### src/rtl/twp_pkg.sv
package twp_pkg;
  localparam int          BYTE_W   = 8;
  localparam logic [7:0]  WIPA_LOC = 8'hF8;
  localparam logic [7:0]  WIPB_LOC = 8'hF9;

  typedef enum logic [2:0] {
    S_IDLE, S_DEV, S_WADR, S_WDAT, S_ACK, S_RDAT, S_RACK
  } bus_st_t;

  typedef enum logic [1:0] {
    RG_USER, RG_WA, RG_WB, RG_RSV
  } region_t;
endpackage

### src/rtl/twp_sync.sv
module twp_sync #(
  parameter int STAGES = 2
) (
  input  logic clk,
  input  logic rst,
  input  logic din,
  output logic q,
  output logic rise,
  output logic fall
);
  logic [STAGES-1:0] sh;
  logic              prev;

  always_ff @(posedge clk) begin
    if (rst) begin
      sh   <= '1;
      prev <= 1'b1;
    end else begin
      sh   <= {sh[STAGES-2:0], din};
      prev <= sh[STAGES-1];
    end
  end

  assign q    = sh[STAGES-1];
  assign rise = q & ~prev;
  assign fall = ~q & prev;
endmodule

### src/rtl/twp_regs.sv
module twp_regs
  import twp_pkg::*;
#(
  parameter  int WIPA_POS = 100,
  localparam int WA_W     = $clog2(WIPA_POS),
  localparam int DEPTH    = 1 << BYTE_W
) (
  input  logic              clk,
  input  logic              rst,
  input  logic              we,
  input  logic [BYTE_W-1:0] addr,
  input  logic [BYTE_W-1:0] wdata,
  output logic [BYTE_W-1:0] rdata,
  output logic [WA_W-1:0]   wiper_a,
  output logic [BYTE_W-1:0] wiper_b
);
  logic [BYTE_W-1:0] mem [0:DEPTH-1];
  logic [BYTE_W-1:0] mem_q, wa_raw;
  region_t           sel_q;

  // storage array kept free of reset so it maps onto block RAM
  always_ff @(posedge clk) begin
    if (we && addr < WIPA_LOC) mem[addr] <= wdata;
    mem_q <= mem[addr];
  end

  always_ff @(posedge clk) begin
    if (rst) begin
      sel_q   <= RG_RSV;
      wa_raw  <= '0;
      wiper_a <= '0;
      wiper_b <= '0;
    end else begin
      if (addr < WIPA_LOC)       sel_q <= RG_USER;
      else if (addr == WIPA_LOC) sel_q <= RG_WA;
      else if (addr == WIPB_LOC) sel_q <= RG_WB;
      else                       sel_q <= RG_RSV;
      if (we && addr == WIPA_LOC) begin
        wa_raw  <= wdata;
        wiper_a <= (wdata > BYTE_W'(WIPA_POS - 1)) ? WA_W'(WIPA_POS - 1)
                                                    : wdata[WA_W-1:0];
      end
      if (we && addr == WIPB_LOC) wiper_b <= wdata;
    end
  end

  always_comb begin
    case (sel_q)
      RG_USER: rdata = mem_q;
      RG_WA:   rdata = wa_raw;
      RG_WB:   rdata = wiper_b;
      default: rdata = '0;
    endcase
  end
endmodule

### src/rtl/twire_pot_mem.sv
module twire_pot_mem
  import twp_pkg::*;
#(
  parameter  int         WCYC        = 500000,
  parameter  logic [3:0] DEV_TYPE    = 4'b1010,
  parameter  int         WIPA_POS    = 100,
  parameter  int         SYNC_STAGES = 2,
  localparam int         WA_W        = $clog2(WIPA_POS)
) (
  input  logic              clk,
  input  logic              rst,
  input  logic              scl_i,
  input  logic              sda_i,
  output logic              sda_oe,
  input  logic [2:0]        strap,
  input  logic              wr_lock,
  output logic [WA_W-1:0]   wiper_a,
  output logic [BYTE_W-1:0] wiper_b
);
  localparam int BW = $clog2(WCYC + 1);

  logic [1:0] pin_in, pin_q, pin_r, pin_f;
  assign pin_in = {scl_i, sda_i};

  for (genvar g = 0; g < 2; g++) begin : g_sync
    twp_sync #(.STAGES(SYNC_STAGES)) u_sync (
      .clk(clk), .rst(rst), .din(pin_in[g]),
      .q(pin_q[g]), .rise(pin_r[g]), .fall(pin_f[g])
    );
  end

  logic scl_q, sda_q, scl_rise, scl_fall, start_c, stop_c;
  assign scl_q    = pin_q[1];
  assign sda_q    = pin_q[0];
  assign scl_rise = pin_r[1];
  assign scl_fall = pin_f[1];
  assign start_c  = pin_f[0] & scl_q;
  assign stop_c   = pin_r[0] & scl_q;

  bus_st_t           st, nxt;
  logic [3:0]        cnt;
  logic [BYTE_W-1:0] shreg, ptr, rd_byte;
  logic [6:0]        txsh;
  logic              more, wrote;
  logic [BW-1:0]     busy_cnt;
  logic              busy, we;

  assign busy = (busy_cnt != '0);
  assign we   = (st == S_WDAT) && scl_fall && (cnt == 4'd8) && !wr_lock;

  twp_regs #(.WIPA_POS(WIPA_POS)) u_regs (
    .clk(clk), .rst(rst), .we(we), .addr(ptr), .wdata(shreg),
    .rdata(rd_byte), .wiper_a(wiper_a), .wiper_b(wiper_b)
  );

  always_ff @(posedge clk) begin
    if (rst) begin
      st       <= S_IDLE;
      nxt      <= S_IDLE;
      cnt      <= '0;
      shreg    <= '0;
      txsh     <= '0;
      ptr      <= '0;
      more     <= 1'b0;
      wrote    <= 1'b0;
      busy_cnt <= '0;
      sda_oe   <= 1'b0;
    end else begin
      if (busy) busy_cnt <= busy_cnt - 1'b1;
      if (start_c) begin
        st     <= S_DEV;
        cnt    <= '0;
        sda_oe <= 1'b0;
      end else if (stop_c) begin
        st     <= S_IDLE;
        sda_oe <= 1'b0;
        if (wrote) begin
          busy_cnt <= BW'(WCYC);
          wrote    <= 1'b0;
        end
      end else begin
        case (st)
          S_DEV, S_WADR, S_WDAT: begin
            if (scl_rise && cnt < 4'd8) begin
              shreg <= {shreg[6:0], sda_q};
              cnt   <= cnt + 1'b1;
            end else if (scl_fall && cnt == 4'd8) begin
              cnt <= '0;
              if (st == S_DEV) begin
                if (shreg[7:1] == {DEV_TYPE, strap} && !busy) begin
                  sda_oe <= 1'b1;
                  nxt    <= shreg[0] ? S_RDAT : S_WADR;
                  st     <= S_ACK;
                end else begin
                  st <= S_IDLE;
                end
              end else begin
                if (st == S_WADR) ptr <= shreg;
                else begin
                  ptr <= ptr + 1'b1;
                  if (!wr_lock) wrote <= 1'b1;
                end
                sda_oe <= 1'b1;
                nxt    <= S_WDAT;
                st     <= S_ACK;
              end
            end
          end
          S_ACK: if (scl_fall) begin
            if (nxt == S_RDAT) begin
              txsh   <= rd_byte[6:0];
              sda_oe <= ~rd_byte[7];
              cnt    <= '0;
            end else begin
              sda_oe <= 1'b0;
            end
            st <= nxt;
          end
          S_RDAT: if (scl_fall) begin
            if (cnt == 4'd7) begin
              sda_oe <= 1'b0;
              ptr    <= ptr + 1'b1;
              cnt    <= '0;
              st     <= S_RACK;
            end else begin
              cnt    <= cnt + 1'b1;
              sda_oe <= ~txsh[6];
              txsh   <= {txsh[5:0], 1'b0};
            end
          end
          S_RACK: begin
            if (scl_rise) more <= ~sda_q;
            if (scl_fall) begin
              if (more) begin
                txsh   <= rd_byte[6:0];
                sda_oe <= ~rd_byte[7];
                st     <= S_RDAT;
              end else begin
                st <= S_IDLE;
              end
            end
          end
          default: ;
        endcase
      end
    end
  end
endmodule

### config.mk
export PLATFORM = sky130hd
export DESIGN_NAME = twire_pot_mem
export DESIGN_NICKNAME = d
export VERILOG_FILES = /design/src/rtl/twp_pkg.sv /design/src/rtl/twp_sync.sv /design/src/rtl/twp_regs.sv /design/src/rtl/twire_pot_mem.sv
export SDC_FILE = /design/constraint.sdc
export NUM_CORES = 2
export LEC_CHECK = 0
export BUFFER_PORTS_ARGS = -buffer_cell sky130_fd_sc_hd__buf_2
export CORE_MARGIN = 3
export CORE_UTILIZATION = 50
export CTS_BUF_LIST = sky130_fd_sc_hd__clkbuf_8
export DETAILED_ROUTE_END_ITERATION = 16
export PLACE_DENSITY_LB_ADDON = 0.12
export SLEW_MARGIN = 20
export SYNTH_ARGS = -nofsm -noshare
export SYNTH_HDL_FRONTEND = slang
export SYNTH_SLANG_ARGS = --single-unit
export TNS_END_PERCENT = 50
### constraint.sdc
create_clock -name clk -period 6.7 [get_ports clk]
set_input_delay 0.67 -clock clk [delete_from_list [all_inputs] [get_ports clk]]
set_output_delay 0.67 -clock clk [all_outputs]
set_load 0.01 [all_outputs]
==> out/results.tsv <==
metric	value	unit
drt wl/cell	30.8	µm
WHS Path Cells	5	
synthesized flop and latch total	2142	
number of library cell types mapped by synthesis	63	
final RePlAce weighted congestion	0.804	
cell mode on critical path	buf_4	
Sw Ratio	20.8	%
Port Buffers	23	
NetSw	0.00528	W
Mapped Cells	4029	
worst hold path type	in -> reg	
clk root buf	clkbuf_8	
CP arrival	5.02	ns
reg2reg start	ptr[0]$_SDFFE_PP0P_	
CP required	7.52	ns
number of global-route vias before repair	42300	
hold slack	0.279	ns
Yosys top cell by area	edfxtp_1	
clk_lat worst skew	1.05	ns
DRC viols	0	
Post-Syn Area	0.0825	mm²
via count	41300	
sequential share of power	57.5	%
Final Core Density	56.3	%
global-route wire length before repair	302000	µm
Final Max Tran Viols	0	
TritonCTS clock tree	built	
H-tree depth	5	
Worst path depth	8	
Hold Fails Final Rpt	0	
fin crit period	4.20	ns
slowest CP cell	o41ai_1	
# Post-CTS Setup Buffers	0	
top post-synthesis cells by area	edfxtp_1 (75%), mux4_2 (14%), a22oi_1 (2.3%), dfxtp_1 (2.3%), nor2_1 (1.4%)	
Clk network pwr share	41.1	%
clock transition at the registers of the reported paths	0.06	ns
Post-layout nets	4326	
Iter 0 DRT Violations	4594	
gr usage total	24.7	%
initial antenna violation count	8	
sequential cell area fraction in the yosys report	76.8	%
Final setup viols	0	
clock skew	0.0813	ns
Die Y	412	µm
antenna viol nets, final	0	
Synth Warn #	0	
syn avg cell area	20.5	µm²
Post-synth top flop	edfxtp_1	
drt first pass iters	5	
CP peak stage delay	0.87	ns
WL final	207000	µm
cell family with most CP delay	compound AO/OA/AOI/OAI gates	
die area	0.170	mm²
Post-synth EDFFs	2048	
fin crit share	62.6	%
combinational power share	1.4	%
most numerous cell in the Yosys netlist	edfxtp_1	
Slew @ Worst Pin	1.19	ns
CTS Buf Count	355	
async set or reset register ratio after synthesis	0	%
hpwl dp	118000	µm
Leak	28.9	nW
core area	0.163	mm²
Worst R2R Path Depth	8	
Slew headroom	20.3	%
number of fillers in the final layout	12400	
pwr dens	276	mW/mm²
Worst Hold Launch	wr_lock	
setup tns final	0	ns
synthesis-to-layout area growth	11.4	%
Storage cell area	0.0634	mm²
multi-input logic area	0.0183	mm²
Peak Freq	0.238	GHz
top cell type's share of synthesized area	74.6	%
RSZ-0062 raised after global routing	no	
Std-Cell Rows	148	
CP bufs+invs	3	
CTS max path bufs	4	
Power Total	0.0253	W
Setup CP Type	reg -> reg	
CP Max Fanout	27	
maximum vdd drop	0.000239	V
IO Count	24	
share of post-route cells with drive strength above 1	24.4	%
largest net degree at the start of global routing	214	
synth cell count leaders	edfxtp_1 (2048), mux4_2 (512), nor2_1 (312)	
TritonCTS Sinks	2142	
post-DR vias/cell	6.13	
Crit. End Element	flop	
Internal	0.0200	W
Critical Path Start Type	flop	
Die X	412	µm
Initial Utilization	50.5	%
Worst R2R Setup Slack	2.50	ns
gr ovfl total	0	
placed cell count	6122	
CP startpoint	ptr[0]$_SDFFE_PP0P_	
crit-path cells	buf_12, buf_4, buf_4, mux4_2, a22oi_1, a21oi_1, o41ai_1, nand4_1	
non-filler cells, final	6735	
status	finished, final reports clean	
maxcap violations	0	
==> flip-flops by register name, summed over array words and instances, names as in the netlist <==
name                cells
busy_cnt               19
cnt                     4
g_sync.u_sync.prev      2
g_sync.u_sync.sh        4
more                    1
nxt                     3
ptr                     8
sda_oe                  1
shreg                   8
st                      3
txsh                    7
u_regs.mem           2048
u_regs.mem_q            8
u_regs.sel_q            2
u_regs.wa_raw           8
u_regs.wiper_a          7
u_regs.wiper_b          8
wrote                   1
==> layout make-up <==
cell class,count,share of cell area [%]
Sequential cell,2142,69.0
Multi-Input combinational cell,1675,19.9
Clock buffer,370,5.54
Tap cell,2175,2.96
Clock inverter,232,1.27
Timing Repair Buffer,120,1.24
Inverter,16,0.0653
Antenna cell,5,0.0136
==> kinds of logic after synthesis <==
family,Yosys count,synth area share (%)
flops,2142,76.8
compound gates,535,4.34
mux,534,14.2
simple gates,512,2.74
buf+inv,275,1.48
xor+xnor,22,0.234
fa+ha+maj,8,0.121
other cells,1,0.00455
==> layer usage <==
layer  wire [µm]  up-vias  share of wire [%]  global-route usage (%)
li1            -    17300                  -                       -
met2      100000     1738                 48                    39.1
met4        5510        2                2.7                    7.08
met1       86300    21900                 42                    35.3
met5          13        -             0.0063                       0
met3       15600      371                7.5                    5.09
==> worst register-to-register path: stages, from the launching register on <==
cell,delay (ns)
dfxtp_4,0.72
buf_12,0.34
buf_4,0.48
buf_4,0.44
mux4_2,0.61
a22oi_1,0.22
a21oi_1,0.18
o41ai_1,0.87
nand4_1,0.18
==> metrics by stage <==
step	setup slack, ns	area [µm²]
2_1_floorplan	1.61	82700
3_3_place_gp	1.12	85400
3_5_place_dp	2.35	85500
4_1_cts	2.35	91800
5_1_grt	2.20	91900
6_report	2.50	91900
==> cell usage in the layout (no fill, tap or decap), types with 20 or more instances in the layout <==
cell	instances
mux2i_1	22
o41ai_1	23
clkbuf_8	370
clkinv_2	33
o21ai_0	20
buf_2	25
buf_4	68
dfxtp_1	84
nor2_1	311
clkinv_1	53
conb_1	64
nand2_1	66
nand3_1	29
edfxtp_1	2048
a22oi_1	258
a21oi_1	187
mux4_2	512
inv_1	144
==> path summary, 6_finish.rpt <==
check	end
setup / recovery	u_regs.mem_q[6]$_DFF_P_
setup reg to reg	u_regs.mem_q[6]$_DFF_P_
hold / removal	wrote$_SDFFE_PP0P_
hold reg to reg	g_sync[0].u_sync.sh[1]$_SDFF_PP1_
==> what timing repair did <==
action	4_1_cts	5_1_grt
endpoints found under the hold margin	4	0
setup endpoints to repair	0	0
resized for setup	0	0
hold buffers	3	0
==> power by group through the flow <==
stage,Clock (W),Combinational (W),Sequential [W]
3_3_place_gp,0,0.000355,0.0148
3_5_place_dp,0,0.000357,0.0148
5_1_grt,0.0113,0.000417,0.0146
6_report,0.0104,0.000360,0.0146
4_1_cts,0.0106,0.000363,0.0146
2_1_floorplan,0,0.000302,0.0148
(Power assumes the default switching activity.)
